`src/rtl/modtmr_pkg.sv`:
```
package modtmr_pkg;
  localparam int DATA_W = 8;
  localparam int ADDR_W = 3;
  localparam int SEL_W  = 3;

  localparam logic [ADDR_W-1:0] A_CTRL   = 3'd0;
  localparam logic [ADDR_W-1:0] A_CNT_HI = 3'd1;
  localparam logic [ADDR_W-1:0] A_CNT_LO = 3'd2;
  localparam logic [ADDR_W-1:0] A_MOD_HI = 3'd3;
  localparam logic [ADDR_W-1:0] A_MOD_LO = 3'd4;

  localparam int B_FLAG = 7;
  localparam int B_IE   = 6;
  localparam int B_STOP = 5;
  localparam int B_RST  = 4;
endpackage

```
`src/rtl/modtmr_prescale.sv`:
```
module modtmr_prescale
  import modtmr_pkg::*;
#(
  parameter int SW = SEL_W
) (
  input  logic          clk,
  input  logic          rst,
  input  logic          stop,
  input  logic          restart,
  input  logic [SW-1:0] sel,
  input  logic          pin,
  output logic          tick
);
  localparam int NSRC  = 1 << SW;
  localparam int DIV_W = NSRC - 2;

  logic [DIV_W-1:0] pre_cnt;
  logic [2:0]       pin_sync;
  logic             pin_edge;
  logic [NSRC-1:0]  taps;

  always_ff @(posedge clk) begin
    if (rst || restart) pre_cnt <= '0;
    else if (!stop)     pre_cnt <= pre_cnt + 1'b1;
  end

  always_ff @(posedge clk) begin
    if (rst) pin_sync <= '0;
    else     pin_sync <= {pin_sync[1:0], pin};
  end

  assign pin_edge = pin_sync[1] & ~pin_sync[2];

  assign taps[0] = 1'b1;
  for (genvar k = 1; k <= DIV_W; k++) begin : g_tap
    assign taps[k] = &pre_cnt[k-1:0];
  end
  assign taps[NSRC-1] = pin_edge;

  assign tick = !stop && !restart && taps[sel];

  AST_PRESCALE_ZERO: assert property (@(posedge clk) disable iff (rst)
    restart |=> (pre_cnt == '0));
endmodule

```
`src/rtl/modtmr_count.sv`:
```
module modtmr_count #(
  parameter int CNT_W = 16
) (
  input  logic             clk,
  input  logic             rst,
  input  logic             restart,
  input  logic             tick,
  input  logic [CNT_W-1:0] mod_val,
  output logic [CNT_W-1:0] cnt,
  output logic             hit
);
  logic at_mod;

  assign at_mod = (cnt == mod_val);
  assign hit    = tick && !restart && at_mod;

  always_ff @(posedge clk) begin
    if (rst || restart) cnt <= '0;
    else if (tick)      cnt <= at_mod ? '0 : cnt + 1'b1;
  end

  AST_WRAP_ZERO: assert property (@(posedge clk) disable iff (rst)
    hit |=> (cnt == '0));
  AST_HOLD_IDLE: assert property (@(posedge clk) disable iff (rst)
    (!tick && !restart) |=> $stable(cnt));
  AST_RESTART_ZERO: assert property (@(posedge clk) disable iff (rst)
    restart |=> (cnt == '0));
endmodule

```
`src/rtl/modtmr_regs.sv`:
```
module modtmr_regs
  import modtmr_pkg::*;
#(
  parameter int CNT_W = 16,
  parameter int DW    = DATA_W,
  parameter int AW    = ADDR_W,
  parameter int SW    = SEL_W
) (
  input  logic             clk,
  input  logic             rst,
  input  logic [AW-1:0]    addr,
  input  logic             rd,
  input  logic             wr,
  input  logic [DW-1:0]    wdata,
  input  logic [CNT_W-1:0] cnt,
  input  logic             hit,
  output logic [DW-1:0]    rdata,
  output logic             stop,
  output logic             restart,
  output logic [SW-1:0]    sel,
  output logic [CNT_W-1:0] mod_val,
  output logic             irq
);
  localparam int HI_W = CNT_W - DW;

  logic wr_ctrl, rd_ctrl;
  logic flag_q, flag_d, ie_q, ie_d, armed;
  logic [DW-1:0] ctrl_view;

  assign wr_ctrl = wr && (addr == A_CTRL);
  assign rd_ctrl = rd && (addr == A_CTRL);
  assign restart = wr_ctrl && wdata[B_RST];
  assign ie_d    = wr_ctrl ? wdata[B_IE] : ie_q;

  always_comb begin
    flag_d = flag_q;
    if (hit)                                  flag_d = 1'b1;
    else if (wr_ctrl && armed && !wdata[B_FLAG]) flag_d = 1'b0;
  end

  always_ff @(posedge clk) begin
    if (rst) begin
      flag_q <= 1'b0;
      ie_q   <= 1'b0;
      stop   <= 1'b1;
      sel    <= '0;
      armed  <= 1'b0;
      irq    <= 1'b0;
    end else begin
      flag_q <= flag_d;
      ie_q   <= ie_d;
      irq    <= flag_d & ie_d;
      if (wr_ctrl) begin
        stop <= wdata[B_STOP];
        sel  <= wdata[SW-1:0];
      end
      if (wr_ctrl)                armed <= 1'b0;
      else if (rd_ctrl && flag_q) armed <= 1'b1;
    end
  end

  always_ff @(posedge clk) begin
    if (rst) mod_val <= '1;
    else if (wr && addr == A_MOD_HI) mod_val[CNT_W-1:DW] <= wdata[HI_W-1:0];
    else if (wr && addr == A_MOD_LO) mod_val[DW-1:0]     <= wdata;
  end

  always_comb begin
    ctrl_view         = '0;
    ctrl_view[B_FLAG] = flag_q;
    ctrl_view[B_IE]   = ie_q;
    ctrl_view[B_STOP] = stop;
    ctrl_view[SW-1:0] = sel;
  end

  always_ff @(posedge clk) begin
    if (rst) rdata <= '0;
    else if (rd) begin
      case (addr)
        A_CTRL:   rdata <= ctrl_view;
        A_CNT_HI: rdata <= cnt[CNT_W-1:DW];
        A_CNT_LO: rdata <= cnt[DW-1:0];
        A_MOD_HI: rdata <= mod_val[CNT_W-1:DW];
        A_MOD_LO: rdata <= mod_val[DW-1:0];
        default:  rdata <= '0;
      endcase
    end
  end

  AST_FLAG_SETS: assert property (@(posedge clk) disable iff (rst)
    hit |=> flag_q);
  AST_FLAG_STICKY: assert property (@(posedge clk) disable iff (rst)
    (flag_q && !armed) |=> flag_q);
  AST_IRQ_TRACKS: assert property (@(posedge clk) disable iff (rst)
    irq == (flag_q && ie_q));
  AST_RESTART_READS_ZERO: assert property (@(posedge clk) disable iff (rst)
    $past(rd_ctrl) |-> !rdata[B_RST]);
endmodule

```
`src/rtl/modtmr_top.sv`:
```
module modtmr_top
  import modtmr_pkg::*;
#(
  parameter int CNT_W = 16
) (
  input  logic              clk,
  input  logic              rst,
  input  logic [ADDR_W-1:0] bus_addr,
  input  logic              bus_rd,
  input  logic              bus_wr,
  input  logic [DATA_W-1:0] bus_wdata,
  output logic [DATA_W-1:0] bus_rdata,
  input  logic              tmr_pin,
  output logic              irq
);
  logic             stop, restart, tick, hit;
  logic [SEL_W-1:0] sel;
  logic [CNT_W-1:0] mod_val, cnt;

  modtmr_regs #(.CNT_W(CNT_W)) u_regs (
    .clk(clk), .rst(rst), .addr(bus_addr), .rd(bus_rd), .wr(bus_wr),
    .wdata(bus_wdata), .cnt(cnt), .hit(hit), .rdata(bus_rdata),
    .stop(stop), .restart(restart), .sel(sel), .mod_val(mod_val), .irq(irq)
  );

  modtmr_prescale u_pre (
    .clk(clk), .rst(rst), .stop(stop), .restart(restart), .sel(sel),
    .pin(tmr_pin), .tick(tick)
  );

  modtmr_count #(.CNT_W(CNT_W)) u_cnt (
    .clk(clk), .rst(rst), .restart(restart), .tick(tick),
    .mod_val(mod_val), .cnt(cnt), .hit(hit)
  );
endmodule

```
`config.mk`:
```
export PLATFORM = sky130hd
export DESIGN_NAME = modtmr_top
export DESIGN_NICKNAME = d
export VERILOG_FILES = /design/src/rtl/modtmr_pkg.sv /design/src/rtl/modtmr_prescale.sv /design/src/rtl/modtmr_count.sv /design/src/rtl/modtmr_regs.sv /design/src/rtl/modtmr_top.sv
export SDC_FILE = /design/constraint.sdc
export NUM_CORES = 1
export LEC_CHECK = 0
export ABC_AREA = 1
export BUFFER_PORTS_ARGS = -buffer_cell sky130_fd_sc_hd__buf_2
export CELL_PAD_IN_SITES_DETAIL_PLACEMENT = 0
export CELL_PAD_IN_SITES_GLOBAL_PLACEMENT = 1
export CORE_MARGIN = 5
export CORE_UTILIZATION = 46
export CTS_CLUSTER_SIZE = 25
export DETAILED_ROUTE_END_ITERATION = 7
export HOLD_SLACK_MARGIN = 0.15
export PLACE_DENSITY = 0.83
export RECOVER_POWER = 25
export SLEW_MARGIN = 5
export SYNTH_ARGS = -nofsm -noshare
export SYNTH_HDL_FRONTEND = slang
export SYNTH_SLANG_ARGS = --single-unit
```
`constraint.sdc`:
```
create_clock -name clk -period 2.65 [get_ports clk]
set_clock_uncertainty 0.1 [all_clocks]
set_input_delay 0.265 -clock clk [delete_from_list [all_inputs] [get_ports clk]]
set_output_delay 0.265 -clock clk [all_outputs]
set_load 0.03 [all_outputs]
```
==> flow_summary_export.csv <==
group,metric,value,unit
finish,antennaDiodeCount,0,
global_route,grt_pass1_wl,15.30,mm
critical_path,r2r_start,"u_pre.pre_cnt[0]",
global_route,grt_pass1_vias,3074,
critical_path,path_class,"reg2reg",
synth,synth-main-ff-cell,"dfxtp_1",
sta,rsz0062_at_grt,"false",
clock_network,cts-hold-fix-buffers,9,
synth,synth_nets,529,
clock_network,clock_latency,0.34,ns
critical_path,worstSetupStartpoint,"u_pre.pre_cnt[0]",
critical_path,end_kind,"flip-flop",
global_route,grt_overflow,0,
clock_network,clockBufferDepth,2,
finish,drive_gt1_share,15.51,%
route,drt_iter0_drc,227,
sta,hold_viol_final,0,
synth,synth_common_cells,"nand2_1 (160), inv_1 (62), dfxtp_1 (57)",
sta,setup_ws,0.6230,ns
clock_network,clkSinkCount,57,
route,dr.pass1.iters,6,
clock_network,cts_htree_levels,3,
floorplan,ios,25,
clock_network,clk_pin_slew,0.07,ns
sta,max_clock_freq,493.3,MHz
floorplan,core,7214,um^2
sta,fin_crit,2.027,ns
clock_network,cts_buffers,9,
critical_path,crit_end,"u_cnt.cnt[14]",
clock_network,cts_tree,"yes",
place,post-place-ws,0.6349,ns
synth,ys_ff_latch,57,
finish,syn2layout_area_growth,13.21,%
route,ant_nets,0,
sta,slew_headroom,59.07,%
route,vias,3289,
route,routed_wl,9.627,mm
floorplan,dieHeight,95.75,um
synth,synthCells,509,
global_route,antenna_found_initial,0,
floorplan,chipWidth,95.75,um
synth,synthTopCellsByArea,"dfxtp_1 (34%), nand2_1 (18%), inv_1 (6.9%)",
clock_network,postCtsResizedCells,0,
pwr,power_leakage,1.651,nW
floorplan,dieArea,9167,um^2
sta,fin_tns_setup,0,ns
place,port_buffers,24,
route,viasPerCell,5.083,
synth,syn_area,3382,um^2
synth,ys_seq_area_share,33.74,%
synth,ys_types,33,
sta,slew_viol_final,0,
synth,async_flop_share,0,%
sta,holdWs,0.2176,ns
critical_path,reg2regPathDepth,12,
floorplan,row_count,31,
synth,synth_most_common_cell,"nand2_1",
synth,synth.avg_cell_area,6.644,um^2
route,post_drt_wl_per_cell,14.88,um
synth,synth_edf_count,0,
critical_path,cp.arrival,2.19,ns
synth,yosysTopAreaCell,"dfxtp_1",
critical_path,rr_endpoint,"u_cnt.cnt[14]",
floorplan,initial_utilization,46.88,%
sta,worst_pin_slew,0.6133,ns
critical_path,startpoint_type,"flip-flop",
clock_network,post-cts-setup-buffers,0,
pwr,p_per_area,490.8,nW/um^2
place,hpwlAfterDp,7.138,mm
global_route,grt_max_degree,22,
sta,setup_violations,0,
route,drc,0,
finish,nets,563,
pwr,power,1.879,mW
hold_path,hold_path_class,"in2reg",
critical_path,required,2.82,ns
outcome,run_status,"complete, no violations",
synth,ys_warn_count,0,
place,place_congestion,0.8771,
synth,yosysTopAreaCellShare,33.74,%
global_route,grt_usage,21.99,%
pwr,ir_worst_vdd,0.2538,mV
critical_path,reg2reg_slack,0.62,ns
critical_path,cp_max_fo,18,
clock_network,cts_root_buffer,"clkbuf_8",
sta,fin_crit_sh,76.49,%
run,cap_violations,0,
## how the worst min path moves through the flow
stage,slack [ns],from,end,depth (start not counted)
6_report,0.22,bus_rd,u_regs.rdata[1],3
3_3_place_gp,0.30,u_pre.pin_sync[0],u_pre.pin_sync[1],2
2_1_floorplan,0.27,tmr_pin,u_pre.pin_sync[0],2
5_1_grt,0.21,bus_rd,u_regs.rdata[5],3
3_5_place_dp,0.32,u_pre.pin_sync[1],u_pre.pin_sync[2],2
4_1_cts,0.20,bus_rd,u_regs.rdata[5],3
## kinds of logic after synthesis
group           count (synthesis)  share of synthesized area [%]
simple gates                  266                          36.07
compound gates                 88                          15.76
buf+inv                        85                          10.62
flops                          57                          33.74
xor+xnor                        9                          2.331
fa+ha+maj                       4                          1.480
## final cells by class
class                   instances  area [um^2]
multi-input cells             367         1879
clock inverters                 5        55.05
fillers                       774         3386
flip-flops and latches         57         1141
inverters                      73        274.0
clock buffers                  11        141.4
repair buffers                 35        214.0
well taps                      99        123.9
## cells in the final DEF (no fill, tap or decap), types with 2 or more instances in the layout
| cell type | n |
|---|---|
| a21oi_1 | 29 |
| o21ai_0 | 21 |
| dfxtp_1 | 57 |
| clkbuf_1 | 10 |
| nor2_2 | 6 |
| xor2_1 | 8 |
| nand2_1 | 160 |
| nand3_2 | 14 |
| o211ai_1 | 16 |
| buf_4 | 2 |
| nor2_1 | 42 |
| o22ai_1 | 10 |
| nor3_1 | 4 |
| inv_2 | 9 |
| nand3_1 | 19 |
| inv_1 | 63 |
| nor2_4 | 2 |
| a21oi_2 | 10 |
| nand2_2 | 8 |
| clkbuf_8 | 10 |
| nand4_1 | 7 |
| ha_1 | 4 |
| clkinvlp_4 | 2 |
| clkinv_2 | 2 |
| dlygate4sd3_1 | 9 |
| buf_2 | 15 |
## flip-flops by register name, summed over array words and instances, names as in the netlist, 3 cells and up
| name | count |
|---|---|
| u_pre.pre_cnt | 6 |
| u_cnt.cnt | 16 |
| u_regs.mod_val | 16 |
| u_regs.sel | 3 |
| u_pre.pin_sync | 3 |
| u_regs.rdata | 8 |
## per-layer routing
metal / GRT usage, % / vias to the layer above / wire length [um]
met2: 36.07 / 95 / 4307
met3: 3.127 / 14 / 576
met1: 29.22 / 1474 / 4539
met5: 0 / - / 0
met4: 8.294 / 0 / 204
li1: - / 1706 / -
## critical path, stage by stage (launching register included)
cell and delay, ns:
dfxtp_1 0.38, ha_1 0.22, nand2_2 0.08, nor2_4 0.10
ha_1 0.15, nand2_1 0.05, nand3_1 0.07, nand2_1 0.06
nand2_2 0.08, nand2_2 0.09, nor2_8 0.31, nand3_1 0.12
a21oi_1 0.13
## power breakdown
group / internal (mW) / switching [mW]
sequential: 0.876 / 0.0144
clock: 0.457 / 0.361
combinational: 0.0547 / 0.116
## per-stage QoR
step | cell area [um^2] | utilization, % | std cells
2_1_floorplan | 3382 | - | 509
3_3_place_gp | 3556 | 49.29 | 622
3_5_place_dp | 3556 | 49.29 | 622
4_1_cts | 3842 | 53.26 | 647
5_1_grt | 3829 | 53.07 | 647
6_report | 3829 | 53.07 | 647
No activity file was read; power rests on OpenSTA's default activity.
